$ cat src/rtl/bank_irq_pkg.sv
package bank_irq_pkg;
  localparam int unsigned OFS_REV    = 32'h000;
  localparam int unsigned OFS_CFG    = 32'h010;
  localparam int unsigned OFS_STAT   = 32'h014;
  localparam int unsigned OFS_SIR    = 32'h040;
  localparam int unsigned OFS_ACK    = 32'h048;
  localparam int unsigned OFS_PROT   = 32'h04C;
  localparam int unsigned OFS_IDLE   = 32'h050;
  localparam int unsigned OFS_THR    = 32'h068;
  localparam int unsigned OFS_MASK   = 32'h084;
  localparam int unsigned OFS_MCLR   = 32'h088;
  localparam int unsigned OFS_MSET   = 32'h08C;
  localparam int unsigned OFS_PEND   = 32'h098;
  localparam int unsigned BANK_STEP  = 32'h020;
  localparam int unsigned OFS_LVL    = 32'h100;
  localparam int unsigned LINES_PER_BANK = 32;
  localparam logic [7:0]  THR_OFF    = 8'hFF;

  typedef logic [5:0] prio_t;
endpackage

$ cat src/rtl/bank_irq_mask.sv
module bank_irq_mask (
  input  logic        clk_i,
  input  logic        rst_ni,
  input  logic        clr_all_i,
  input  logic        wr_mask_i,
  input  logic        wr_set_i,
  input  logic        wr_clr_i,
  input  logic [31:0] wdata_i,
  input  logic [31:0] irq_i,
  output logic [31:0] mask_o,
  output logic [31:0] pend_o
);
  logic [31:0] mask_q;

  always_ff @(posedge clk_i or negedge rst_ni) begin
    if (!rst_ni)        mask_q <= '1;
    else if (clr_all_i) mask_q <= '1;
    else if (wr_mask_i) mask_q <= wdata_i;
    else if (wr_set_i)  mask_q <= mask_q | wdata_i;
    else if (wr_clr_i)  mask_q <= mask_q & ~wdata_i;
  end

  assign mask_o = mask_q;
  assign pend_o = irq_i & ~mask_q;


  a_r2_set_masks: assert property (@(posedge clk_i) disable iff (!rst_ni)
    (wr_set_i && !wr_mask_i && !clr_all_i) |=> ((mask_q & $past(wdata_i)) == $past(wdata_i)));

  a_r2_clr_unmasks: assert property (@(posedge clk_i) disable iff (!rst_ni)
    (wr_clr_i && !wr_set_i && !wr_mask_i && !clr_all_i) |=> ((mask_q & $past(wdata_i)) == 32'h0));

  a_r2_zero_bits_kept: assert property (@(posedge clk_i) disable iff (!rst_ni)
    ((wr_set_i || wr_clr_i) && !wr_mask_i && !clr_all_i)
      |=> ((mask_q & ~$past(wdata_i)) == ($past(mask_q) & ~$past(wdata_i))));
endmodule

$ cat src/rtl/bank_irq_pick.sv
module bank_irq_pick
  import bank_irq_pkg::*;
#(
  parameter int unsigned N_IRQ = 64,
  localparam int unsigned ID_W = $clog2(N_IRQ)
) (
  input  logic [N_IRQ-1:0] pend_i,
  input  prio_t            prio_i [N_IRQ],
  output logic             found_o,
  output logic [ID_W-1:0]  id_o,
  output prio_t            prio_o
);
  // strict compare keeps the lowest index on ties
  always_comb begin
    found_o = 1'b0;
    id_o    = '0;
    prio_o  = '0;
    for (int i = 0; i < N_IRQ; i++) begin
      if (pend_i[i] && (!found_o || prio_i[i] < prio_o)) begin
        found_o = 1'b1;
        id_o    = ID_W'(i);
        prio_o  = prio_i[i];
      end
    end
  end
endmodule

$ cat src/rtl/bank_irq_ctrl.sv
module bank_irq_ctrl
  import bank_irq_pkg::*;
#(
  parameter int unsigned N_BANKS     = 2,
  parameter int unsigned ADDR_W      = 12,
  parameter int unsigned SRST_CYCLES = 4,
  parameter logic [3:0]  REV_MAJOR   = 4'h2,
  parameter logic [3:0]  REV_MINOR   = 4'h1,
  localparam int unsigned N_IRQ = LINES_PER_BANK * N_BANKS,
  localparam int unsigned ID_W  = $clog2(N_IRQ),
  localparam int unsigned CNT_W = $clog2(SRST_CYCLES + 1)
) (
  input  logic              clk_i,
  input  logic              rst_ni,
  input  logic [N_IRQ-1:0]  irq_i,
  input  logic              bus_req_i,
  input  logic              bus_we_i,
  input  logic [ADDR_W-1:0] bus_addr_i,
  input  logic [31:0]       bus_wdata_i,
  output logic [31:0]       bus_rdata_o,
  output logic              irq_o
);
  logic [CNT_W-1:0] srst_cnt_q;
  logic             rst_busy, wr, srst, ack;
  logic             autoidle_q, busy_q;
  logic [7:0]       prot_q, idle_q, thr_q;
  logic [7:0]       lvl_q [N_IRQ];
  logic [ID_W-1:0]  sir_id_q;
  logic [31:0]      mask_w [N_BANKS];
  logic [31:0]      pend_w [N_BANKS];
  logic [N_IRQ-1:0] pend_flat;
  prio_t            prio_w [N_IRQ];
  logic             pick_found, thr_ok;
  logic [ID_W-1:0]  pick_id;
  prio_t            pick_prio;
  logic [ADDR_W-1:0] lvl_off;
  logic             lvl_hit;
  logic [ID_W-1:0]  lvl_idx;

  assign rst_busy = (srst_cnt_q != '0);
  assign wr       = bus_req_i && bus_we_i && !rst_busy;
  assign srst     = wr && (bus_addr_i == ADDR_W'(OFS_CFG)) && bus_wdata_i[1];
  assign ack      = wr && (bus_addr_i == ADDR_W'(OFS_ACK)) && bus_wdata_i[0];

  assign lvl_off  = bus_addr_i - ADDR_W'(OFS_LVL);
  assign lvl_hit  = (bus_addr_i >= ADDR_W'(OFS_LVL)) &&
                    (lvl_off < ADDR_W'(4 * N_IRQ)) && (lvl_off[1:0] == 2'b00);
  assign lvl_idx  = lvl_off[ID_W+1:2];

  // soft reset countdown
  always_ff @(posedge clk_i or negedge rst_ni) begin
    if (!rst_ni)       srst_cnt_q <= '0;
    else if (srst)     srst_cnt_q <= CNT_W'(SRST_CYCLES);
    else if (rst_busy) srst_cnt_q <= srst_cnt_q - 1'b1;
  end

  always_ff @(posedge clk_i or negedge rst_ni) begin
    if (!rst_ni) begin
      autoidle_q <= 1'b0;
      prot_q     <= '0;
      idle_q     <= '0;
      thr_q      <= THR_OFF;
      for (int i = 0; i < N_IRQ; i++) lvl_q[i] <= '0;
    end else if (srst) begin
      autoidle_q <= 1'b0;
      prot_q     <= '0;
      idle_q     <= '0;
      thr_q      <= THR_OFF;
      for (int i = 0; i < N_IRQ; i++) lvl_q[i] <= '0;
    end else if (wr) begin
      if (bus_addr_i == ADDR_W'(OFS_CFG))  autoidle_q <= bus_wdata_i[0];
      if (bus_addr_i == ADDR_W'(OFS_PROT)) prot_q     <= bus_wdata_i[7:0];
      if (bus_addr_i == ADDR_W'(OFS_IDLE)) idle_q     <= bus_wdata_i[7:0];
      if (bus_addr_i == ADDR_W'(OFS_THR))  thr_q      <= bus_wdata_i[7:0];
      if (lvl_hit)                         lvl_q[lvl_idx] <= bus_wdata_i[7:0];
    end
  end

  for (genvar b = 0; b < N_BANKS; b++) begin : g_bank
    localparam int unsigned BOFS = b * BANK_STEP;
    bank_irq_mask u_mask (
      .clk_i     (clk_i),
      .rst_ni    (rst_ni),
      .clr_all_i (srst),
      .wr_mask_i (wr && (bus_addr_i == ADDR_W'(OFS_MASK + BOFS))),
      .wr_set_i  (wr && (bus_addr_i == ADDR_W'(OFS_MSET + BOFS))),
      .wr_clr_i  (wr && (bus_addr_i == ADDR_W'(OFS_MCLR + BOFS))),
      .wdata_i   (bus_wdata_i),
      .irq_i     (irq_i[LINES_PER_BANK*b +: LINES_PER_BANK]),
      .mask_o    (mask_w[b]),
      .pend_o    (pend_w[b])
    );
    assign pend_flat[LINES_PER_BANK*b +: LINES_PER_BANK] = pend_w[b];
  end

  for (genvar i = 0; i < N_IRQ; i++) begin : g_prio
    assign prio_w[i] = lvl_q[i][7:2];
  end

  bank_irq_pick #(.N_IRQ(N_IRQ)) u_pick (
    .pend_i  (pend_flat),
    .prio_i  (prio_w),
    .found_o (pick_found),
    .id_o    (pick_id),
    .prio_o  (pick_prio)
  );

  assign thr_ok = (thr_q == THR_OFF) || ({2'b00, pick_prio} < thr_q);

  always_ff @(posedge clk_i or negedge rst_ni) begin
    if (!rst_ni) begin
      busy_q   <= 1'b0;
      sir_id_q <= '0;
    end else if (srst || (busy_q && ack)) begin
      busy_q   <= 1'b0;
      sir_id_q <= '0;
    end else if (!busy_q && !rst_busy && pick_found && thr_ok) begin
      busy_q   <= 1'b1;
      sir_id_q <= pick_id;
    end
  end

  assign irq_o = busy_q;

  always_comb begin
    bus_rdata_o = '0;
    if (bus_addr_i == ADDR_W'(OFS_REV))  bus_rdata_o = {24'h0, REV_MAJOR, REV_MINOR};
    if (bus_addr_i == ADDR_W'(OFS_CFG))  bus_rdata_o = {31'h0, autoidle_q};
    if (bus_addr_i == ADDR_W'(OFS_STAT)) bus_rdata_o = {31'h0, !rst_busy};
    if (bus_addr_i == ADDR_W'(OFS_SIR))  bus_rdata_o = {busy_q, (31-ID_W)'(0), sir_id_q};
    if (bus_addr_i == ADDR_W'(OFS_PROT)) bus_rdata_o = {24'h0, prot_q};
    if (bus_addr_i == ADDR_W'(OFS_IDLE)) bus_rdata_o = {24'h0, idle_q};
    if (bus_addr_i == ADDR_W'(OFS_THR))  bus_rdata_o = {24'h0, thr_q};
    for (int b = 0; b < N_BANKS; b++) begin
      if (bus_addr_i == ADDR_W'(OFS_MASK + b*BANK_STEP)) bus_rdata_o = mask_w[b];
      if (bus_addr_i == ADDR_W'(OFS_PEND + b*BANK_STEP)) bus_rdata_o = pend_w[b];
    end
    if (lvl_hit) bus_rdata_o = {24'h0, lvl_q[lvl_idx]};
  end


  a_r4_pick_is_pending: assert property (@(posedge clk_i) disable iff (!rst_ni)
    pick_found |-> pend_flat[pick_id]);

  a_r5_latch_matches_pick: assert property (@(posedge clk_i) disable iff (!rst_ni)
    $rose(irq_o) |-> ($past(pick_found) && ($past(pick_id) == sir_id_q)));

  a_r5_status_frozen: assert property (@(posedge clk_i) disable iff (!rst_ni)
    (busy_q && !ack && !srst) |=> (busy_q && $stable(sir_id_q)));

  a_r6_ack_drops_irq: assert property (@(posedge clk_i) disable iff (!rst_ni)
    (busy_q && ack) |=> !irq_o);

  a_r7_threshold_met: assert property (@(posedge clk_i) disable iff (!rst_ni)
    $rose(irq_o) |-> (($past(thr_q) == THR_OFF) || ({2'b00, $past(pick_prio)} < $past(thr_q))));

  a_r9_srst_clears_done: assert property (@(posedge clk_i) disable iff (!rst_ni)
    srst |=> (rst_busy && !irq_o));

  a_r9_writes_blocked: assert property (@(posedge clk_i) disable iff (!rst_ni)
    rst_busy |=> $stable(thr_q));
endmodule

$ cat config.mk
export PLATFORM = sky130hd
export DESIGN_NAME = bank_irq_ctrl
export DESIGN_NICKNAME = d
export VERILOG_FILES = /design/src/rtl/bank_irq_pkg.sv /design/src/rtl/bank_irq_mask.sv /design/src/rtl/bank_irq_pick.sv /design/src/rtl/bank_irq_ctrl.sv
export SDC_FILE = /design/constraint.sdc
export NUM_CORES = 2
export LEC_CHECK = 0
export CAP_MARGIN = 20
export CELL_PAD_IN_SITES_DETAIL_PLACEMENT = 0
export CELL_PAD_IN_SITES_GLOBAL_PLACEMENT = 1
export CORE_ASPECT_RATIO = 0.5
export CORE_UTILIZATION = 30
export CTS_CLUSTER_SIZE = 12
export DETAILED_ROUTE_END_ITERATION = 8
export HOLD_SLACK_MARGIN = 0.03
export PLACE_DENSITY_LB_ADDON = 0.1
export SETUP_SLACK_MARGIN = 0.05
export SYNTH_ARGS = -nofsm -noshare
export SYNTH_HDL_FRONTEND = slang
export SYNTH_SLANG_ARGS = --single-unit
$ cat constraint.sdc
create_clock -name clk_i -period 247.5 [get_ports clk_i]
set_input_delay 61.875 -clock clk_i [delete_from_list [all_inputs] [get_ports clk_i]]
set_output_delay 61.875 -clock clk_i [all_outputs]
set_load 0.1 [all_outputs]
==> flow_summary.toml <==
[clock_network]
clockRootBuffer = "clkbuf_16"
hold_buffers = 0
cts_buffers = 73
cts.clk_slew.worst_paths_ns = 0.06
cts.path.max_buffers = 3
cts.sinks = 611
insertion_delay_ns = 0.68
cts_tree = "done"
post_cts_buffers = 0
cts_resized = 0
h-tree-depth = 3

[timing]
setup_ws_ns = 64.68
tightest_slew_ns = 1.13
hold_violations = 0
period_needed_ns = 182.82
clock_skew_ns = 0.0154
setup_tns_ns = 0
rsz0062_at_grt = "no"
finalSetupViolations = 0
final_max_slew_viol_count = 0
max_freq_ghz = 0.00547
min_period_over_period_pct = 73.9
max_slew_margin_pct = 24.5

[grt]
met1_usage_pct = 37.3
top_usage_layer = "met2"
grt_usage_pct = 26.3
grt_max_degree = 187
grt_pass1_vias = 49237
grt_use_met3_pct = 6.14
antenna_found_initial = 12
met2_usage_pct = 40.3
gr-total-overflow = 0
grt_pass1_wl_mm = 348

[placed_design]
dp_hpwl_mm = 178
place_area_um2 = 55400
io_buffer_count = 144
place_ws_ns = 64.69
place.gp.congestion = 0.921
numPlacedInstances = 8502

[floorplan]
die_x_um = 594
die_h_um = 298
fp.dieArea_um2 = 177000
pin_count = 145
fp-row-count = 108
start_util_pct = 30.3
coreArea_um2 = 174000

[setup_path]
worstSetupPathType = "primary input to flip-flop"
slowest_stage = "o311ai_4"
crit_required_ns = 248.01
r2r_start = "g_bank[0].u_mask.mask_o[0]$_DFFE_PN1P_"
crit_start = "irq_i[0]"
worstPathArrival_ns = 183.33
rrSetupSlack_ns = 125.96
slowest_delay_ns = 0.68
worstRegToRegCells = 533
cp-end-kind = "flip-flop"
crit_fanout = 17
path_common_cell = "ha_1"
cp-start-kind = "primary input"
r2r_end = "sir_id_q[5]$_DFFE_PN0P_"

[synth]
synth_area_leaders = "dfrtp_1, nand2_1, mux4_2, a21oi_1, ha_1"
syn-num-nets = 6665
synth_edf_count = 0
netlist_instances = 6341
async_flop_share_pct = 100
yosys.area.top_type = "dfrtp_1"
ys_seq_elements = 611
synth-main-ff-cell = "dfrtp_1"
yosysTopAreaCellShare_pct = 25.7
ys_types = 194
yosys_warnings = 0
syn_area_um2 = 52500
syn_avg_cell_area_um2 = 8.28
ys_seq_area_share_pct = 29.3

[route]
first_pass_iters = 6
drtIter0Drc = 4490
post_drt_wl_per_cell_um = 27.7
via_per_inst = 5.81
drc = 0
detailroute.via_count = 50213
antenna_left = 0
wl_mm = 239

[cells_and_area]
design_area_um2 = 57900
fin_nets = 6595
final_cells = 8636
syn2layout_area_growth_pct = 10.2
layout-drive-gt1-share_pct = 15.8

[hold_path]
min_path_type = "flip-flop to flip-flop"
min_to = "g_bank[0].u_mask.mask_o[28]$_DFFE_PN1P_"
whs_path_depth = 2
hold_start = "g_bank[0].u_mask.mask_o[28]$_DFFE_PN1P_"

[run]
cap_violations = 0

[outcome]
status = "finished clean"
-- synthesized netlist by cell type, types with 34 or more instances --
master    number
clkbuf_8      35
nand3_1      378
o22ai_1       46
nand2_1     1184
dfrtp_1      539
a31oi_1       69
clkbuf_1     245
o211ai_1      38
mux2i_1      128
mux2_2        40
a21oi_1      719
xnor2_1       34
or2b_2        49
nand2b_1      42
nor2_1       495
mux4_2       164
a211oi_1      46
ha_1         212
inv_1        195
nor3_1       114
nor2b_1       43
o21ai_0      352
dfstp_2       72
-- area by class of cell --
cell class                 count  area [um^2]
sequential                   611        15400
fill                       18009       116000
multi-input combinational   5170        34400
tap                         2310         2890
clock buffer                  98         2110
inverter                     196          736
clock inverter                29          333
timing repair buffer         219         2050
antenna                        3         7.51
-- worst max-delay path, delay by kind of cell --
kind / cells / cell delay (ns)
simple gates: 149 / 27.20
fa+ha+maj: 68 / 19.60
compound gates: 262 / 63.49
buf+inv: 24 / 2.88
mux: 31 / 8.13
-- worst max path at each step --
stage          slack [ns]                      end
3_5_place_dp        64.69  sir_id_q[5]$_DFFE_PN0P_
3_3_place_gp        66.43  sir_id_q[5]$_DFFE_PN0P_
4_1_cts             64.98  sir_id_q[5]$_DFFE_PN0P_
5_1_grt             54.61  sir_id_q[5]$_DFFE_PN0P_
2_1_floorplan       82.52  sir_id_q[5]$_DFFE_PN0P_
6_report            64.68  sir_id_q[5]$_DFFE_PN0P_
-- flip-flops by register name, indices dropped and copies added, names as in the netlist --
signal	cells
sir_id_q	6
prot_q	8
irq_o	1
srst_cnt_q	3
idle_q	8
lvl_q	512
thr_q	8
autoidle_q	1
g_bank.u_mask.mask_o	64
-- cells in the final DEF, fill, tap and decap left out, types with 21 or more instances in the layout --
| cell type | n |
|---|---|
| nand2_1 | 1183 |
| a21oi_1 | 717 |
| dfrtp_1 | 539 |
| nor2_1 | 488 |
| nand3_1 | 377 |
| o21ai_0 | 352 |
| ha_1 | 212 |
| inv_1 | 195 |
| mux4_2 | 164 |
| clkdlybuf4s50_1 | 133 |
| mux2i_1 | 128 |
| nor3_1 | 112 |
| clkbuf_16 | 75 |
| buf_4 | 74 |
| dfstp_2 | 72 |
| a31oi_1 | 69 |
| or2b_2 | 49 |
| a211oi_1 | 46 |
| o22ai_1 | 46 |
| nor2b_1 | 43 |
| nand2b_1 | 42 |
| mux2_2 | 40 |
| o211ai_1 | 38 |
| xnor2_1 | 34 |
| nand4_1 | 31 |
| or2_2 | 29 |
| o21a_1 | 28 |
| a21oi_2 | 28 |
| or3_1 | 27 |
| mux2_4 | 24 |
| a221oi_1 | 23 |
| nor4_1 | 23 |
| and2b_2 | 22 |
| and3_1 | 22 |
| and2_1 | 21 |
| a21o_1 | 21 |
-- logic make-up after synthesis --
family          synth area share [%]
simple gates                    24.0
compound gates                  23.8
flops                           29.3
buf+inv                         5.46
mux                             11.4
fa+ha+maj                       5.23
xor+xnor                       0.865
-- layer usage --
layer / routed length, um / up-vias
met5: 136 / -
met4: 5800 / 4
met3: 17700 / 248
met2: 104000 / 1667
met1: 112000 / 25273
li1: - / 23021
-- metrics by stage --
step | utilization [%] | hold WS [ns]
finish | 33.4 | 0.484
detailed placement | 31.9 | 0.475
CTS | 33.3 | 0.485
global placement | 31.9 | 0.470
floorplan | - | 0.450
global route | 33.3 | 0.502
Power is left out: the tool's default activity adds up to more than one toggle a clock period on the data nets, which glitch-free logic cannot reach.
